**src/rtl/ldu_pkg.sv**
```systemverilog
package ldu_pkg;
  localparam int IR_W   = 32;
  localparam int REG_AW = 5;
  localparam int RS_LSB = 21;
  localparam int RT_LSB = 16;
  localparam int RD_LSB = 11;
  localparam int NUM_SRC = 2;
endpackage

```
**src/rtl/ldu_field_split.sv**
```systemverilog
module ldu_field_split #(
  parameter int IR_W   = ldu_pkg::IR_W,
  parameter int REG_AW = ldu_pkg::REG_AW,
  parameter int RS_LSB = ldu_pkg::RS_LSB,
  parameter int RT_LSB = ldu_pkg::RT_LSB
) (
  input  logic [IR_W-1:0]   ir,
  output logic [REG_AW-1:0] rs,
  output logic [REG_AW-1:0] rt
);
  assign rs = ir[RS_LSB +: REG_AW];
  assign rt = ir[RT_LSB +: REG_AW];
endmodule

```
**src/rtl/ldu_src_match.sv**
```systemverilog
module ldu_src_match #(
  parameter int REG_AW = ldu_pkg::REG_AW
) (
  input  logic [REG_AW-1:0] src,
  input  logic              src_used,
  input  logic [REG_AW-1:0] dst,
  input  logic              dst_live,
  output logic              hit
);
  assign hit = src_used && dst_live && (src == dst);
endmodule

```
**src/rtl/ldu_oneshot.sv**
```systemverilog
module ldu_oneshot (
  input  logic clk,
  input  logic rst,
  input  logic req,
  output logic fire
);
  logic fired_q;

  assign fire = req && !fired_q && !rst;

  always_ff @(posedge clk) begin
    if (rst) fired_q <= 1'b0;
    else     fired_q <= fire;
  end
endmodule

```
**src/rtl/ldu_stall_unit.sv**
```systemverilog
module ldu_stall_unit #(
  parameter int IR_W    = ldu_pkg::IR_W,
  parameter int REG_AW  = ldu_pkg::REG_AW,
  parameter int RS_LSB  = ldu_pkg::RS_LSB,
  parameter int RT_LSB  = ldu_pkg::RT_LSB,
  parameter int NUM_SRC = ldu_pkg::NUM_SRC
) (
  input  logic            clk,
  input  logic            rst,
  input  logic [IR_W-1:0] ifid_ir,
  input  logic [IR_W-1:0] idex_ir,
  input  logic            ex_is_load,
  input  logic            id_reads_rs,
  input  logic            id_reads_rt,
  output logic            pc_hold,
  output logic            ifid_hold,
  output logic            idex_bubble
);
  logic [REG_AW-1:0] id_rs, id_rt, ex_rs, ex_rt;
  logic [REG_AW-1:0] src_sel [NUM_SRC];
  logic [NUM_SRC-1:0] src_use;
  logic [NUM_SRC-1:0] hit;
  logic dst_live, hazard, stall;
  logic unused_bits;

  ldu_field_split #(.IR_W(IR_W), .REG_AW(REG_AW), .RS_LSB(RS_LSB), .RT_LSB(RT_LSB))
    u_id_split (.ir(ifid_ir), .rs(id_rs), .rt(id_rt));

  ldu_field_split #(.IR_W(IR_W), .REG_AW(REG_AW), .RS_LSB(RS_LSB), .RT_LSB(RT_LSB))
    u_ex_split (.ir(idex_ir), .rs(ex_rs), .rt(ex_rt));

  assign unused_bits = ^{ifid_ir, idex_ir, ex_rs};

  assign src_sel[0] = id_rs;
  assign src_use[0] = id_reads_rs;
  assign src_sel[1] = id_rt;
  assign src_use[1] = id_reads_rt;

  // Register 0 is hard-wired, so a load into it produces no dependence.
  assign dst_live = ex_is_load && (ex_rt != '0);

  for (genvar g = 0; g < NUM_SRC; g++) begin : g_src
    ldu_src_match #(.REG_AW(REG_AW)) u_match (
      .src(src_sel[g]), .src_used(src_use[g]),
      .dst(ex_rt), .dst_live(dst_live), .hit(hit[g]));
  end

  assign hazard = |hit;

  ldu_oneshot u_shot (.clk(clk), .rst(rst), .req(hazard), .fire(stall));

  assign pc_hold     = stall;
  assign ifid_hold   = stall;
  assign idex_bubble = stall;
endmodule

```
**config.mk**
```make
export PLATFORM = sky130hd
export DESIGN_NAME = ldu_stall_unit
export DESIGN_NICKNAME = d
export VERILOG_FILES = /design/src/rtl/ldu_pkg.sv /design/src/rtl/ldu_field_split.sv /design/src/rtl/ldu_src_match.sv /design/src/rtl/ldu_oneshot.sv /design/src/rtl/ldu_stall_unit.sv
export SDC_FILE = /design/constraint.sdc
export NUM_CORES = 1
export LEC_CHECK = 0
export ABC_AREA = 1
export BUFFER_PORTS_ARGS = -buffer_cell sky130_fd_sc_hd__clkbuf_2
export CORE_UTILIZATION = 17
export DETAILED_ROUTE_END_ITERATION = 12
export GPL_ROUTABILITY_DRIVEN = 0
export GPL_TIMING_DRIVEN = 0
export PLACE_DENSITY = 0.69
export SLEW_MARGIN = 15
export SYNTH_ARGS = -nofsm -noshare
export SYNTH_HDL_FRONTEND = slang
export SYNTH_SLANG_ARGS = --single-unit
```
**constraint.sdc**
```tcl
create_clock -name clk -period 0.8 [get_ports clk]
set_input_delay 0.04 -clock clk [delete_from_list [all_inputs] [get_ports clk]]
set_output_delay 0.04 -clock clk [all_outputs]
set_load 0.1 [all_outputs]
```
==> flow_summary.toml, run 1 <==
[status]
status = "finished with violations"
violations = "setup timing"

[worst_setup_path]
critPathMaxFanout = 4
r2r.worst_path.cells = 3
cpMostUsedCell = "nand2_2"
path_cells = "buf_8 > inv_4 > nand2_2 > nand2_2 > nor2_2 > nand3_2 > a21oi_4 > buf_12 > clkbuf_16"
r2r_setup_slack_ns = 0.09
critPathSlowestCell = "a21oi_4"
cp-start-kind = "primary input"
rr_startpoint = "u_shot.fired_q"
worstPathArrival_ns = 1.06
critPathRequiredTime_ns = 0.76
cpPeakStageDelay_ns = 0.25
crit_type = "in2out"
end_kind = "output port"
r2r-end = "u_shot.fired_q"

[floorplan]
die_x_um = 41.22
dieHeight_um = 41.22
start_util = 0.1914
coreArea_mm2 = 0.001366
ios = 72
die_area_mm2 = 0.001699
rows = 13

[place]
place_hpwl_um = 604
port_buffers = 22
placedCellCount = 97
place_ws_ns = -0.6421

[logic_synthesis]
yosysWarnings = 0
syn-cell-area_um2 = 261.5
ys_top_cells_by_area = "nand2_1, inv_1, nor2_1"
synth_cell_types = 11
yosysTopAreaCellShare = 0.3732
synth_nets = 129
avgSynthCellArea_um2 = 4.358
yosysTopAreaCell = "nand2_1"
synth_seq_cells = 1
syn_inst = 60
ys_seq_area_frac = 0.07656

[finish]
reg.largest.list = "u_shot.fired_q x1"
syn_to_final_growth_pct = 143.5
layout.nets = 154
largest_reg_flops = 1
utilization = 0.4661
num-fill-cells = 148
multi_input_area_um2 = 250.2
instances_no_fill = 98
drive_above_1_share = 0.6747
seq_area_um2 = 20.02
diodes = 0
regMostFlops = "u_shot.fired_q"

[sta]
setup_violations = 4
tns_ns = -0.9008
max_slew.worst_pin.slew_ns = 0.2089
fin_crit_sh = 1.375
maxSlewHeadroom = 0.8597
period_minus_slack_ns = 1.100
hold_violations = 0
setup_slack_ns = -0.2997
rsz0062_at_grt = "yes"
slew_violations = 0
fmax_ghz = 0.9093
skew_ns = 0

[route]
ant_nets = 0
firstDrtPassIters = 1
wire_per_inst_um = 8.827
viasPerCell = 4.214
vias = 413
drc = 0
drt_wl_total_um = 865
drtIter0Drc = 0

[clock_tree]
clk_latency_ns = 0
clk_pin_slew_ns = 0
hold_buffers = 0

[global_route]
overflow = 0
antenna_found_initial = 0
grt_max_degree = 6
grt_pass1_vias = 349
grt_first_pass_wirelength_mm = 1.152
grt.total_usage = 0.09424

[hold_path]
min_to = "u_shot.fired_q"
min_path_type = "in2reg"
holdPathStages = 3
min_from = "ex_is_load"

[power_and_ir_drop]
finalPower_mw = 0.3212
ir_drop_v = 0.0002048
p_per_area_mw_per_mm2 = 504.4
leakagePower_nw = 0.3385

[job]
drv_cap = 0
[cell families (layout without fill, tap and decap cells)]
group                  count (synthesis)  after routing  synth area share
DFF                                    1              1           0.07656
AOI/OAI and AO/OA                      3              3           0.05740
and+or+nand+nor                       40             40            0.6076
buffers and inverters                 16             39            0.2584
[critical path, delay by kind of cell]
| kind | cells | cell delay (ns) |
|---|---|---|
| simple gates | 4 | 0.32 |
| buf+inv | 4 | 0.43 |
| compound gates | 1 | 0.25 |
[power by group]
part / leakage, nW / switching (mW) / internal, mW
clock: 0 / 0 / 0
combinational: 0.330 / 0.132 / 0.137
sequential: 0.00807 / 0.000159 / 0.0516
total: 0.338 / 0.132 / 0.189
[how the worst max path moves through the flow]
stage	from	depth (start not counted)	endpoint
after detailed placement	idex_ir[18]	9	ifid_hold
after CTS	idex_ir[18]	8	ifid_hold
after global routing	idex_ir[19]	9	ifid_hold
after floorplan	u_shot.fired_q	4	ifid_hold
after global placement	idex_ir[18]	9	pc_hold
final	idex_ir[19]	9	pc_hold
[metal layers]
metal | share of wire | global-route usage | vias up
met5 | 0 | 0 | -
met1 | 0.39 | 0.1019 | 182
met3 | 0.051 | 0.005435 | 0
li1 | - | - | 220
met4 | 0 | 0 | 0
met2 | 0.55 | 0.2031 | 11
[Yosys cell counts]
cell	instances
nand2_1	26
buf_4	2
inv_1	9
dfxtp_1	1
nand3_1	4
nor2_2	1
a21oi_1	2
inv_2	5
nor3_1	1
nor2_1	8
o21ai_0	1
[cell type report]
type                    instances  share of cell area
plain buffers                   2             0.06287
inverters                      14             0.09823
multi-input cells              43              0.3929
flip-flops and latches          1             0.03143
well taps                      15             0.02947
repair buffers                 23              0.3851
[placed cells by master, fill, tap and decap left out]
cell type,n
nand2_1,13
nand2_2,11
clkbuf_2,10
nor2_2,6
inv_2,5
inv_1,5
inv_4,4
buf_6,4
nor2_1,3
buf_12,3
buf_8,3
nand3_2,2
nand2_4,2
nand3_1,2
clkbuf_8,2
clkbuf_16,2
o21ai_1,1
nor3_1,1
a21oi_4,1
a21oi_1,1
buf_4,1
dfxtp_1,1
[per-stage QoR]
stage,hold WS [ns],area [um^2]
2_1_floorplan,0.2640,297.8
3_3_place_gp,0.3676,426.7
3_5_place_dp,0.3760,426.7
4_1_cts,0.3747,536.8
5_1_grt,0.4007,636.9
6_report,0.3670,636.9
[repair_timing]
| action | 4_1_cts | 5_1_grt |
|---|---|---|
| pin swaps | 7 | 17 |
| setup endpoints to repair | 4 | 4 |
| resized for setup | 20 | 33 |
| setup buffers | 0 | 1 |
(Power assumes the default switching activity.)
==> run 2, diff against run 1 <==
--- a/config.mk
+++ b/config.mk
@@ -5,13 +5,14 @@
 export SDC_FILE = /design/constraint.sdc
 export NUM_CORES = 1
 export LEC_CHECK = 0
-export ABC_AREA = 1
 export BUFFER_PORTS_ARGS = -buffer_cell sky130_fd_sc_hd__clkbuf_2
-export CORE_UTILIZATION = 17
+export CORE_MARGIN = 2
+export CORE_UTILIZATION = 13
 export DETAILED_ROUTE_END_ITERATION = 12
 export GPL_ROUTABILITY_DRIVEN = 0
 export GPL_TIMING_DRIVEN = 0
-export PLACE_DENSITY = 0.69
+export PLACE_DENSITY = 0.7
+export SKIP_LAST_GASP = 1
 export SLEW_MARGIN = 15
 export SYNTH_ARGS = -nofsm -noshare
 export SYNTH_HDL_FRONTEND = slang
==> run 2 against run 1 <==
The flow still finishes with violations (setup timing). Synthesized cell count decreased by 63%. Synthesized area is 32% lower. Routed wire length fell by 27%. Clock skew unchanged. Via count is 40% lower. Die area shrank 0.58%. Worst setup slack got worse by 0.31 ns. Sequential share of layout area rose by 1.4 points. Final area decreased by 31%. Final cell count down 37%. Largest cell class unchanged. Highest routed layer unchanged.
==> flow_summary.toml, run 2 <==
[floorplan]
rows = 13
coreArea_mm2 = 0.001301
dieHeight_um = 41.10
die_area_mm2 = 0.001689
die_x_um = 41.10
start_util = 0.1375
ios = 72

[worst_setup_path]
critPathMaxFanout = 3
critPathRequiredTime_ns = 0.76
end_kind = "output port"
crit_type = "in2out"
r2r_setup_slack_ns = -0.03
worstPathArrival_ns = 1.37
cp-start-kind = "primary input"

[sta]
setup_violations = 4
max_slew.worst_pin.slew_ns = 0.2681
period_minus_slack_ns = 1.408
fmax_ghz = 0.7102
tns_ns = -2.242
setup_slack_ns = -0.6080
rsz0062_at_grt = "yes"
skew_ns = 0
maxSlewHeadroom = 0.8197
hold_violations = 0
slew_violations = 0
fin_crit_sh = 1.760

[job]
drv_cap = 0

[finish]
utilization = 0.3385
stdcell_area_um2 = 440.4
diodes = 0
layout.nets = 118
final_cell_mix = "clkbuf_2, xor2_1, buf_4"
drive_above_1_share = 0.6809
instances_no_fill = 62
num-fill-cells = 135
largest_reg_flops = 1
regMostFlops = "u_shot.fired_q"
final_common_cell = "clkbuf_2"
seq_area_um2 = 20.02
multi_input_area_um2 = 170.2
syn_to_final_growth_pct = 146.2
reg.largest.list = "u_shot.fired_q x1"

[logic_synthesis]
synth-compound-area-share = 0.1259
synthArstFlopShare = 0
yosysTopAreaCell = "xor2_1"
muxShareOfSynthArea = 0
ys_seq_area_frac = 0.1119
ys.flop_type = "dfxtp_1"
synth-xor-area-share = 0.4895
syn_inst = 22
syn-cell-area_um2 = 178.9
ys_top_cells_by_area = "xor2_1, dfxtp_1, xnor2_1"
synth_seq_cells = 1
synth_top_family_by_area = "XOR/XNOR gates"
yosysWarnings = 0
synth.most_common_cell = "xor2_1"
synth_nets = 91
yosys.area_share.simple = 0.1888
post_synth_fa_ha_maj_area_fraction = 0
avgSynthCellArea_um2 = 8.133
synth_cell_types = 10
synth-edff-count = 0
yosysTopAreaCellShare = 0.3916

[clock_tree]
clk_latency_ns = 0
clk_pin_slew_ns = 0

[route]
wire_per_inst_um = 10.19
drt_wl_total_um = 632
vias = 248
firstDrtPassIters = 2
drc = 0
ant_nets = 0
drtIter0Drc = 2
viasPerCell = 4.000

[power_and_ir_drop]
finalPower_mw = 0.2080
p_int_mw = 0.1350
leakagePower_nw = 0.1969
p_per_area_mw_per_mm2 = 472.2
pwr-share-seq = 0.248
switchingPower_mw = 0.07301
clock_power_share = 0
p_sw_frac = 0.3511
combPwrFrac = 0.752
ir_drop_v = 0.0001242

[global_route]
grt_max_degree = 4
antenna_found_initial = 0
grt_first_pass_wirelength_um = 759
grt_pass1_vias = 197
overflow = 0
grt.total_usage = 0.06645

[place]
placedCellCount = 59
dpl-instance-area_um2 = 344.1
port_buffers = 22

[status]
violations = "setup timing"
status = "finished with violations"

[hold_path]
min_path_type = "in2reg"
run 2: cell count changes after synthesis, sizes merged, moves of 8 or more:
cell	change
nor2	-8
inv	-14
nand2	-26
xor2	+8
run 2: cells by family (layout without fill, tap and decap cells):
logic type,count (synthesis),count (layout)
AOI/OAI and AO/OA,3,3
xor gates and xnor gates,10,10
buffers and inverters,2,27
DFF,1,1
and+or+nand+nor,6,6
run 2: final timing paths:
check,cells after the start,startpoint,end
worst max-delay path,7,idex_ir[18],ifid_hold
worst min-delay path,4,ex_is_load,u_shot.fired_q
worst max register to register,4,u_shot.fired_q,u_shot.fired_q
worst min register to register,4,u_shot.fired_q,u_shot.fired_q
run 2: final cells by class:
cell class	count	share of cell area
repair buffers	25	0.4347
multi-input cells	19	0.3864
plain buffers	2	0.09091
flip-flops and latches	1	0.04545
well taps	15	0.04261
run 2: per-stage QoR:
| stage | hold WS, ns | worst slack, ns |
|---|---|---|
| floorplan | 0.2076 | -0.7863 |
| global placement | 0.3245 | -0.9100 |
| detailed placement | 0.3194 | -0.9488 |
| CTS | 0.3153 | -0.6051 |
| global route | 0.4301 | -0.6764 |
| finish | 0.4097 | -0.6080 |
run 2: routing by layer:
layer	global-route usage	routed length (um)	vias up
met2	0.1602	378	12
met1	0.05397	198	110
met4	0	0	0
met3	0.01087	55	0
met5	0	0	-
li1	-	-	126
run 2: worst max-delay path: stages:
cell and delay [ns]:
buf_8 0.10, xor2_1 0.15, nor4_1 0.30, nand3_1 0.20, a21oi_4 0.26, buf_12 0.14
clkbuf_16 0.18
run 2: what timing repair did:
action                                  in CTS  in global routing
hold buffers                                 0                  0
pin swaps                                    7                  2
resized for setup                           10                  5
endpoints found under the setup margin       4                  4
setup buffers                                2                  1
run 2: power by group through the flow:
stage,logic [mW],registers [mW],clock network [mW]
after CTS,0.146,0.0516,0
after floorplan,0.0643,0.0515,0
final,0.156,0.0515,0
after detailed placement,0.132,0.0516,0
after global placement,0.130,0.0516,0
after global routing,0.169,0.0516,0
==> run 3, diff against run 2 <==
--- a/config.mk
+++ b/config.mk
@@ -11,7 +11,7 @@
 export DETAILED_ROUTE_END_ITERATION = 12
 export GPL_ROUTABILITY_DRIVEN = 0
 export GPL_TIMING_DRIVEN = 0
-export PLACE_DENSITY = 0.7
+export PLACE_DENSITY = 0.79
 export SKIP_LAST_GASP = 1
 export SLEW_MARGIN = 15
 export SYNTH_ARGS = -nofsm -noshare
==> run 3 against run 2 <==
The run still ends with setup timing left. Clock skew unchanged. Sequential cell count stayed put. Register-to-register slack gained 0.11 ns. Combinational power rose by 3%. Global-route usage rose by 0.44 points. Via count grew 1.6%. Sequential power is essentially flat. First-iteration DRC count fell by 100%. Final cell count unchanged.
==> flow_summary.toml, run 3 (synthesis results as in run 2) <==
[route]
vias = 252
drtIter0Drc = 0
drc = 0
ant_nets = 0
routed.top_layer = "met3"
drt_wl_total_um = 592
wire_per_inst_um = 9.548
wirelength_met1_um = 167
firstDrtPassIters = 1
wl_met2_um = 356
viasPerCell = 4.065
wl_met3_um = 68

[sta]
rsz0062_at_grt = "yes"
maxSlewHeadroom = 0.8171
tns_ns = -2.184
max_slew.worst_pin.slew_ns = 0.2719
fin_crit_sh = 1.780
skew_ns = 0
setup_slack_ns = -0.6239
fmax_ghz = 0.7023
slew_violations = 0
period_minus_slack_ns = 1.424
setup_violations = 4
hold_violations = 0

[power_and_ir_drop]
switchingPower_mw = 0.07180
p_per_area_mw_per_mm2 = 460.4
pwr-share-seq = 0.242
p_int_mw = 0.1408
combPwrFrac = 0.758
clock_power_share = 0
p_sw_frac = 0.3378
ir_drop_v = 0.0001287
leakagePower_nw = 0.2041

[global_route]
grt.total_usage = 0.07087
overflow = 0
grt_first_pass_wirelength_um = 821
antenna_found_initial = 0
grt_pass1_vias = 232
grt_max_degree = 4

[clock_tree]
hold_buffers = 0
clk_pin_slew_ns = 0
clk_latency_ns = 0

[finish]
seq_area_um2 = 20.02
largest_reg_flops = 1
syn_to_final_growth_pct = 158.0
drive_above_1_share = 0.6809
layout.nets = 118
reg.largest.list = "u_shot.fired_q x1"
final_common_cell = "clkbuf_2"
multi_input_area_um2 = 172.7
stdcell_area_um2 = 461.7
final_cell_mix = "clkbuf_2, xor2_1, buf_12, buf_4"
regMostFlops = "u_shot.fired_q"
num-fill-cells = 141
diodes = 0

[floorplan]
die_area_mm2 = 0.001689
dieHeight_um = 41.10
die_x_um = 41.10
ios = 72
coreArea_mm2 = 0.001301
start_util = 0.1375
rows = 13

[hold_path]
min_from = "ex_is_load"
holdPathStages = 3
min_to = "u_shot.fired_q"
min_path_type = "in2reg"

[status]
violations = "setup timing"
status = "finished with violations"

[place]
place_ws_ns = -0.9096
port_buffers = 22
dpl-instance-area_um2 = 344.1

[job]
drv_cap = 0

[worst_setup_path]
end_kind = "output port"
r2r_setup_slack_ns = 0.08
crit_type = "in2out"
r2r.worst_path.cells = 3
path_cells = "buf_8 > xor2_1 > nor4_1 > nand3_1 > a21oi_4 > buf_4 > buf_12"
critPathMaxFanout = 3
critPathSlowestCell = "nor4_1"
worstPathArrival_ns = 1.38
critPathRequiredTime_ns = 0.76
r2r-end = "u_shot.fired_q"
rr_startpoint = "u_shot.fired_q"
crit_family = "simple AND/OR/NAND/NOR gates"
cp-start-kind = "primary input"
cpPeakStageDelay_ns = 0.31
cp_num_buf_inv = 3
==> run 3: changes by cell type in the layout (fill, tap and decap cells not counted), sizes merged <==
| cell | delta |
|---|---|
| clkbuf | -3 |
| buf | +3 |
==> run 3: power groups by stage <==
stage | sequential (mW) | clock [mW] | combinational [mW]
after floorplan | 0.0515 | 0 | 0.0643
after global placement | 0.0515 | 0 | 0.130
after detailed placement | 0.0516 | 0 | 0.131
after CTS | 0.0516 | 0 | 0.143
after global routing | 0.0516 | 0 | 0.176
final | 0.0515 | 0 | 0.161
==> run 3: timing repair <==
item | 4_1_cts | 5_1_grt
gates resized for setup | 10 | 10
cloned | 0 | 0
buffers inserted | 1 | 2
pin swaps | 5 | 8
setup endpoints to repair | 4 | 4
==> run 3: layer usage <==
metal	track usage	vias up
li1	-	126
met3	0.01087	0
met4	0	0
met5	0	-
met2	0.1758	12
met1	0.05397	114
==> run 3: layout make-up <==
| type | instances | area share |
|---|---|---|
| tap | 15 | 0.04065 |
| buffer | 2 | 0.08672 |
| multi-input combinational | 19 | 0.3740 |
| sequential | 1 | 0.04336 |
| timing repair buffer | 25 | 0.4553 |
==> run 3: through the flow <==
stage / hold slack (ns) / power (mW) / utilization / std cells
after floorplan: 0.2076 / 0.1158 / - / 22
after CTS: 0.3204 / 0.1950 / 0.3173 / 60
final: 0.3157 / 0.2126 / 0.3548 / 62
after detailed placement: 0.3235 / 0.1828 / 0.2644 / 59
after global routing: 0.3344 / 0.2280 / 0.3548 / 62
after global placement: 0.3256 / 0.1812 / 0.2644 / 59
==> run 3: worst reg2reg max path, stage by stage, from the launching register on <==
cell and delay [ns]:
dfxtp_1 0.27, nor2_1 0.12, o211ai_2 0.14, a21oi_2 0.12
==> run 3: worst max path at each step <==
stage,start,to,slack (ns),cells past startpoint
3_3_place_gp,idex_ir[16],ifid_hold,-0.92,7
3_5_place_dp,idex_ir[16],ifid_hold,-0.91,7
4_1_cts,idex_ir[18],ifid_hold,-0.65,7
5_1_grt,idex_ir[18],idex_bubble,-0.71,7
2_1_floorplan,ifid_ir[22],ifid_hold,-0.79,5
6_report,idex_ir[18],idex_bubble,-0.62,7
